## config.mk

```make
export PLATFORM = sky130hd
export DESIGN_NAME = lru_stack_profiler
export DESIGN_NICKNAME = d
export VERILOG_FILES = /design/src/rtl/lsd_pkg.sv /design/src/rtl/lsd_ctrl.sv /design/src/rtl/lsd_stack.sv /design/src/rtl/lsd_counters.sv /design/src/rtl/lru_stack_profiler.sv
export SDC_FILE = /design/constraint.sdc
export NUM_CORES = 1
export LEC_CHECK = 0
export CORE_MARGIN = 4
export CORE_UTILIZATION = 65
export CTS_BUF_LIST = sky130_fd_sc_hd__clkbuf_16
export CTS_CLUSTER_SIZE = 28
export DETAILED_ROUTE_END_ITERATION = 7
export DONT_BUFFER_PORTS = 1
export GPL_TIMING_DRIVEN = 0
export PLACE_DENSITY_LB_ADDON = 0.3
export SLEW_MARGIN = 5
export SYNTH_ARGS = -nofsm -noshare
export SYNTH_HDL_FRONTEND = slang
export SYNTH_SLANG_ARGS = --single-unit
```

## constraint.sdc

```tcl
create_clock -name clk -period 21.8 [get_ports clk]
set_clock_uncertainty 0.15 [all_clocks]
set_input_delay 6.54 -clock clk [delete_from_list [all_inputs] [get_ports clk]]
set_output_delay 6.54 -clock clk [all_outputs]
set_load 0.1 [all_outputs]
```

## src/rtl/lsd_pkg.sv

```systemverilog
package lsd_pkg;

  // Strobes passed from control to the counter datapath and the stacks.
  typedef struct packed {
    logic stackUpdate;
    logic cntClear;
    logic bumpHit;
    logic bumpMiss;
  } lsdStrobes_t;

endpackage

```

## src/rtl/lsd_ctrl.sv

```systemverilog
module lsd_ctrl
  import lsd_pkg::*;
#(
  parameter int ASSOC = 4
) (
  input  logic             accValid,
  input  logic             clearCnt,
  input  logic [ASSOC-1:0] hitVec,
  output logic             lookupHit,
  output lsdStrobes_t      strb
);

  always_comb begin
    lookupHit        = |hitVec;
    strb.stackUpdate = accValid;
    strb.cntClear    = clearCnt;
    strb.bumpHit     = accValid && !clearCnt && lookupHit;
    strb.bumpMiss    = accValid && !clearCnt && !lookupHit;
  end

endmodule

```

## src/rtl/lsd_stack.sv

```systemverilog
module lsd_stack #(
  parameter int NUM_SETS = 4,
  parameter int ASSOC    = 4,
  parameter int TAG_W    = 10,
  localparam int SET_W   = $clog2(NUM_SETS),
  localparam int POS_W   = $clog2(ASSOC)
) (
  input  logic             clk,
  input  logic             rstN,
  input  logic [SET_W-1:0] setIdx,
  input  logic [TAG_W-1:0] tag,
  input  logic             update,
  input  logic             lookupHit,
  output logic [ASSOC-1:0] hitVec,
  output logic [POS_W-1:0] hitPos
);

  logic [TAG_W-1:0] tagMem   [NUM_SETS][ASSOC];
  logic [ASSOC-1:0] validMem [NUM_SETS];

  // Lookup across the recency list of the addressed set.
  always_comb begin
    for (int j = 0; j < ASSOC; j++) begin
      hitVec[j] = validMem[setIdx][j] && (tagMem[setIdx][j] == tag);
    end
  end

  always_comb begin
    hitPos = '0;
    for (int j = 0; j < ASSOC; j++) begin
      if (hitVec[j]) hitPos = POS_W'(j);
    end
  end

  // Shift enable per position: a miss shifts all, a hit shifts up to the hit depth.
  logic [ASSOC-1:0] shiftEn;
  always_comb begin
    for (int j = 0; j < ASSOC; j++) begin
      shiftEn[j] = !lookupHit || (POS_W'(j) <= hitPos);
    end
  end

  genvar s, w;
  generate
    for (s = 0; s < NUM_SETS; s++) begin : g_set
      logic setSel;
      assign setSel = update && (setIdx == SET_W'(s));

      always_ff @(posedge clk) begin
        if (!rstN) begin
          validMem[s] <= '0;
        end else if (setSel) begin
          validMem[s][0] <= 1'b1;
          for (int j = 1; j < ASSOC; j++) begin
            if (shiftEn[j]) validMem[s][j] <= validMem[s][j-1];
          end
        end
      end

      for (w = 0; w < ASSOC; w++) begin : g_way
        always_ff @(posedge clk) begin
          if (setSel) begin
            if (w == 0) begin
              tagMem[s][w] <= tag;
            end else if (shiftEn[w]) begin
              tagMem[s][w] <= tagMem[s][(w == 0) ? 0 : w-1];
            end
          end
        end
      end
    end
  endgenerate

endmodule

```

## src/rtl/lsd_counters.sv

```systemverilog
module lsd_counters
  import lsd_pkg::*;
#(
  parameter int ASSOC    = 4,
  parameter int CNT_W    = 32,
  localparam int POS_W   = $clog2(ASSOC),
  localparam int SEL_W   = $clog2(ASSOC + 1),
  localparam int SUM_W   = CNT_W + $clog2(ASSOC + 2)
) (
  input  logic                       clk,
  input  logic                       rstN,
  input  lsdStrobes_t                strb,
  input  logic [POS_W-1:0]           hitPos,
  input  logic [SEL_W-1:0]           qAssoc,
  output logic [(ASSOC+1)*CNT_W-1:0] cntFlat,
  output logic [CNT_W-1:0]           missOut
);

  localparam logic [CNT_W-1:0] CNT_MAX = '1;

  logic [CNT_W-1:0] cnt [ASSOC+1];

  genvar k;
  generate
    for (k = 0; k <= ASSOC; k++) begin : g_cnt
      logic bump;
      if (k < ASSOC) begin : g_hit
        assign bump = strb.bumpHit && (hitPos == POS_W'(k));
      end else begin : g_miss
        assign bump = strb.bumpMiss;
      end

      always_ff @(posedge clk) begin
        if (!rstN || strb.cntClear) begin
          cnt[k] <= '0;
        end else if (bump && (cnt[k] != CNT_MAX)) begin
          cnt[k] <= cnt[k] + 1'b1;
        end
      end

      assign cntFlat[k*CNT_W +: CNT_W] = cnt[k];
    end
  endgenerate

  // Derived miss count: miss counter plus all positions deeper than qAssoc.
  logic [SUM_W-1:0] sumAcc;
  always_comb begin
    sumAcc = SUM_W'(cnt[ASSOC]);
    for (int j = 0; j < ASSOC; j++) begin
      if (j >= int'(qAssoc)) sumAcc = sumAcc + SUM_W'(cnt[j]);
    end
  end

  always_ff @(posedge clk) begin
    if (!rstN) begin
      missOut <= '0;
    end else if (sumAcc > SUM_W'(CNT_MAX)) begin
      missOut <= CNT_MAX;
    end else begin
      missOut <= sumAcc[CNT_W-1:0];
    end
  end

endmodule

```

## src/rtl/lru_stack_profiler.sv

```systemverilog
module lru_stack_profiler
  import lsd_pkg::*;
#(
  parameter int ADDR_W   = 16,
  parameter int OFFSET_W = 4,
  parameter int NUM_SETS = 4,
  parameter int ASSOC    = 4,
  parameter int CNT_W    = 32,
  localparam int SET_W   = $clog2(NUM_SETS),
  localparam int TAG_W   = ADDR_W - OFFSET_W - SET_W,
  localparam int POS_W   = $clog2(ASSOC),
  localparam int SEL_W   = $clog2(ASSOC + 1)
) (
  input  logic              clk,
  input  logic              rstN,
  input  logic              accValid,
  input  logic [ADDR_W-1:0] accAddr,
  input  logic              clearCnt,
  input  logic [SEL_W-1:0]  rdSel,
  output logic [CNT_W-1:0]  rdCount,
  input  logic [SEL_W-1:0]  qAssoc,
  output logic [CNT_W-1:0]  missOut
);

  logic [SET_W-1:0]           setIdx;
  logic [TAG_W-1:0]           tag;
  logic [OFFSET_W-1:0]        unusedOffset;
  logic [ASSOC-1:0]           hitVec;
  logic [POS_W-1:0]           hitPos;
  logic                       lookupHit;
  lsdStrobes_t                strb;
  logic [(ASSOC+1)*CNT_W-1:0] cntFlat;

  assign setIdx       = accAddr[OFFSET_W +: SET_W];
  assign tag          = accAddr[ADDR_W-1 -: TAG_W];
  assign unusedOffset = accAddr[OFFSET_W-1:0];

  lsd_ctrl #(.ASSOC(ASSOC)) u_ctrl (
    .accValid (accValid),
    .clearCnt (clearCnt),
    .hitVec   (hitVec),
    .lookupHit(lookupHit),
    .strb     (strb)
  );

  lsd_stack #(.NUM_SETS(NUM_SETS), .ASSOC(ASSOC), .TAG_W(TAG_W)) u_stack (
    .clk      (clk),
    .rstN     (rstN),
    .setIdx   (setIdx),
    .tag      (tag),
    .update   (strb.stackUpdate),
    .lookupHit(lookupHit),
    .hitVec   (hitVec),
    .hitPos   (hitPos)
  );

  lsd_counters #(.ASSOC(ASSOC), .CNT_W(CNT_W)) u_cnt (
    .clk    (clk),
    .rstN   (rstN),
    .strb   (strb),
    .hitPos (hitPos),
    .qAssoc (qAssoc),
    .cntFlat(cntFlat),
    .missOut(missOut)
  );

  always_comb begin
    if (rdSel <= SEL_W'(ASSOC)) rdCount = cntFlat[rdSel*CNT_W +: CNT_W];
    else                        rdCount = '0;
  end

endmodule

```

==> results by group <==
Floorplanning
  • CORE AREA: 0.0377 mm²
  • Die ar.: 0.0414 mm²
  • Io pins: 90
  • Die height: 203 µm
  • Initial Utilization: 0.659
  • Die X: 203 µm
  • Number of placement rows: 71

Drt
  • DR vias: 19,700
  • WL/cell: 24.3 µm
  • Antenna-violating nets left: 0
  • Vias per inst: 6.56
  • Final WL: 73,000 µm
  • Starting DRT DRC Count: 2,153
  • DR DRC count: 0
  • Drt first pass iters: 5

STA
  • Fin crit period: 16,270 ps
  • Setup ws final: 5530 ps
  • Worst slew pin tran: 1330 ps
  • Fin. Hold Viols: 0
  • RSZ-0062 raised after global routing: no
  • Slew HR: 0.104
  • Fmax: 61.5 MHz
  • Final setup vio count: 0
  • Setup TNS: 0 ps
  • Final period util: 0.746
  • Max Slew Vio Count: 0

Synthesis
  • Synth cell types: 85
  • Syn_area_per_cell: 10.3 µm²
  • Post-synthesis register bit count: 368
  • Yosys warns: 0
  • Mapped cell area: 0.0248 mm²
  • Mapped Cells: 2,416
  • Synth async-reset ratio: 0
  • Synth Flop Type: edfxtp_1
  • Sequential share of the synthesized area: 0.432
  • Net count after synthesis: 2,579
  • EDFF count, synth: 335

Cells and area
  • Fill cell count: 2,743
  • Area of the multi-input gates: 0.0135 mm²
  • Share of layout cells above drive strength 1: 0.0896
  • Design area: 0.0270 mm²
  • Reg area: 0.0107 mm²
  • Fin cells: 3,001
  • Layout Nets: 2,623
  • ANT cells: 0
  • P&R area growth vs syn: 8.58%

CTS
  • H-tree levels: 2
  • Clk pin slew, worst setup/hold paths: 60 ps
  • Clock sink total: 368
  • Post_cts resized: 0
  • CTS buffer count: 39
  • CTS tree: done
  • CTS root buffer: clkbuf_16
  • Clk buf depth: 3
  • Hold buffers post-CTS: 0
  • # Post-CTS Setup Buffers: 0
  • Worst skew pair latency: 580 ps

Min path
  • HP Class: register to register
  • Hold EP: u_stack.tagMem[2][26]$_DFFE_PP_
  • Hold Path Depth: 0
  • HP Start: u_stack.tagMem[2][36]$_DFFE_PP_

Placed design
  • Setup WS pre-CTS: 5330 ps
  • Post-Place Cells: 2,930
  • Placer congestion estimate: 1.03
  • Placed Area: 0.0257 mm²
  • Port bufs: 0
  • HPWL after DPL: 56,500 µm

Critical path
  • WP data required: 15,110 ps
  • Worst r2r path cells: 41
  • Critical path type: input port to output pin
  • CP arrival: 9580 ps
  • Crit path launch type: input port
  • Critical R2R Launch: u_cnt.cnt[4][1]$_SDFFCE_PN0P_
  • Flop2flop setup slack: 11,040 ps
  • Worst Path Max Fanout: 10
  • FF-to-FF End: u_cnt.missOut[26]$_SDFF_PN0_
  • CP Capture Type: output pin

GRT
  • Congestion Overflow GR: 0
  • Vias in the first global route: 19,307
  • First-pass GRT wire length: 111,000 µm
  • Initial antenna violation count: 0
  • Largest net degree at the start of global routing: 33
  • GRT Util Overall: 0.351

Power
  • Pwr Density: 68.7 mW/mm²
  • P_leak: 9.88 nW
  • Power, Total: 1.85 mW
  • Worst VDD drop: 53.4 µV

Status
  • Status: finished clean

Flow run
  • Max cap viols: 0
[how the worst max path moves through the flow]
| stage | start | end | slack, ps |
|---|---|---|---|
| after floorplan | rdSel[0] | rdCount[20] | 5020 |
| final | rdSel[0] | rdCount[20] | 5530 |
| after global routing | qAssoc[2] | u_cnt.missOut[26]$_SDFF_PN0_ | 5080 |
| after detailed placement | qAssoc[2] | u_cnt.missOut[26]$_SDFF_PN0_ | 5330 |
| after CTS | rdSel[0] | rdCount[20] | 5510 |
| after global placement | rdSel[0] | rdCount[20] | 4060 |
[worst max-delay path, cell delays in order]
cell and delay [ps]:
clkbuf_1 470, buf_1 620, clkbuf_1 650, mux4_2 330
inv_1 50, o21ai_2 920
[registers in the layout, summed over array words and instances, names as in the netlist]
name              flops
u_cnt.cnt           160
u_cnt.missOut        32
u_stack.tagMem      160
u_stack.validMem     16
[Yosys cell counts (8+ instances only)]
library cell,count,area (µm²)
o31ai_1,13,97.6
nand4_1,52,325
nand2_1,245,920
ha_1,133,1660
nor2_1,255,957
nand2b_1,25,156
nor3_1,31,155
or3_1,8,50.1
o21bai_1,21,158
o221a_1,30,338
inv_1,87,327
buf_1,9,33.8
a21o_1,55,413
clkbuf_1,93,349
nor2b_1,13,81.3
a21oi_1,107,536
and3_1,45,282
a211oi_1,11,82.6
nand3_1,85,425
xnor2_1,157,1380
xor2_1,138,1210
and2_1,14,87.6
dfxtp_1,33,661
a31oi_1,11,68.8
and4_1,12,105
edfxtp_1,335,10100
o21a_1,23,173
mux4_2,76,1710
o21ai_0,179,896
[cell families (layout without fill, tap and decap cells)]
family                   count (synthesis)  after routing  share of synthesized area
flip-flops                             368            368                      0.432
AO/OA/AOI/OAI                          522            522                      0.139
buffers and inverters                  199            273                     0.0314
adder cells (fa/ha/maj)                137            137                     0.0703
multiplexers                            83             83                     0.0721
AND/OR/NAND/NOR                        812            812                      0.152
XOR/XNOR                               295            295                      0.104
[layer usage]
layer | global-route usage | share of wire | up-vias
met4 | 0.147 | 0.048 | 0
li1 | - | - | 8995
met2 | 0.596 | 0.49 | 975
met1 | 0.453 | 0.38 | 9535
met3 | 0.0542 | 0.086 | 195
met5 | 0 | 0 | -
[placed cells by master (no fill, tap or decap), types with 12 or more instances in the layout]
cell type,Yosys,layout
nand2_1,245,242
o21ai_0,179,145
nor3_1,31,29
clkbuf_1,93,93
and4_1,12,12
nand2b_1,25,25
and3_1,45,45
o21bai_1,21,21
o21a_1,23,23
and2_1,14,14
a21oi_1,107,107
dfxtp_1,33,33
a21o_1,55,55
xnor2_1,157,157
nand3_1,85,85
nor2_1,255,255
nor2b_1,13,13
o31ai_1,13,13
nand4_1,52,52
ha_1,133,133
inv_1,87,92
mux4_2,76,76
o221a_1,30,30
clkbuf_16,0,40
o21ai_2,0,32
edfxtp_1,335,335
xor2_1,138,138
[where the power goes]
group	leakage, nW	switching [mW]	total (mW)	internal, mW
clock	0.635	0.288	0.672	0.384
combinational	5.55	0.197	0.309	0.112
sequential	3.69	0.0754	0.872	0.797
total	9.88	0.560	1.85	1.29
[metrics by stage]
stage          hold WS, ps  utilization
2_1_floorplan          271            -
3_3_place_gp           273        0.676
3_5_place_dp           280        0.682
4_1_cts                296        0.715
5_1_grt                303        0.716
6_report               295        0.716
[layout make-up]
class,count,area share
Sequential cell,368,0.398
Timing Repair Buffer,3,0.00204
Multi-Input combinational cell,1849,0.500
Tap cell,511,0.0237
Buffer,112,0.0168
Inverter,87,0.0121
Clock buffer,40,0.0371
Clock inverter,31,0.0102
Power figures use the tool's default switching activity.
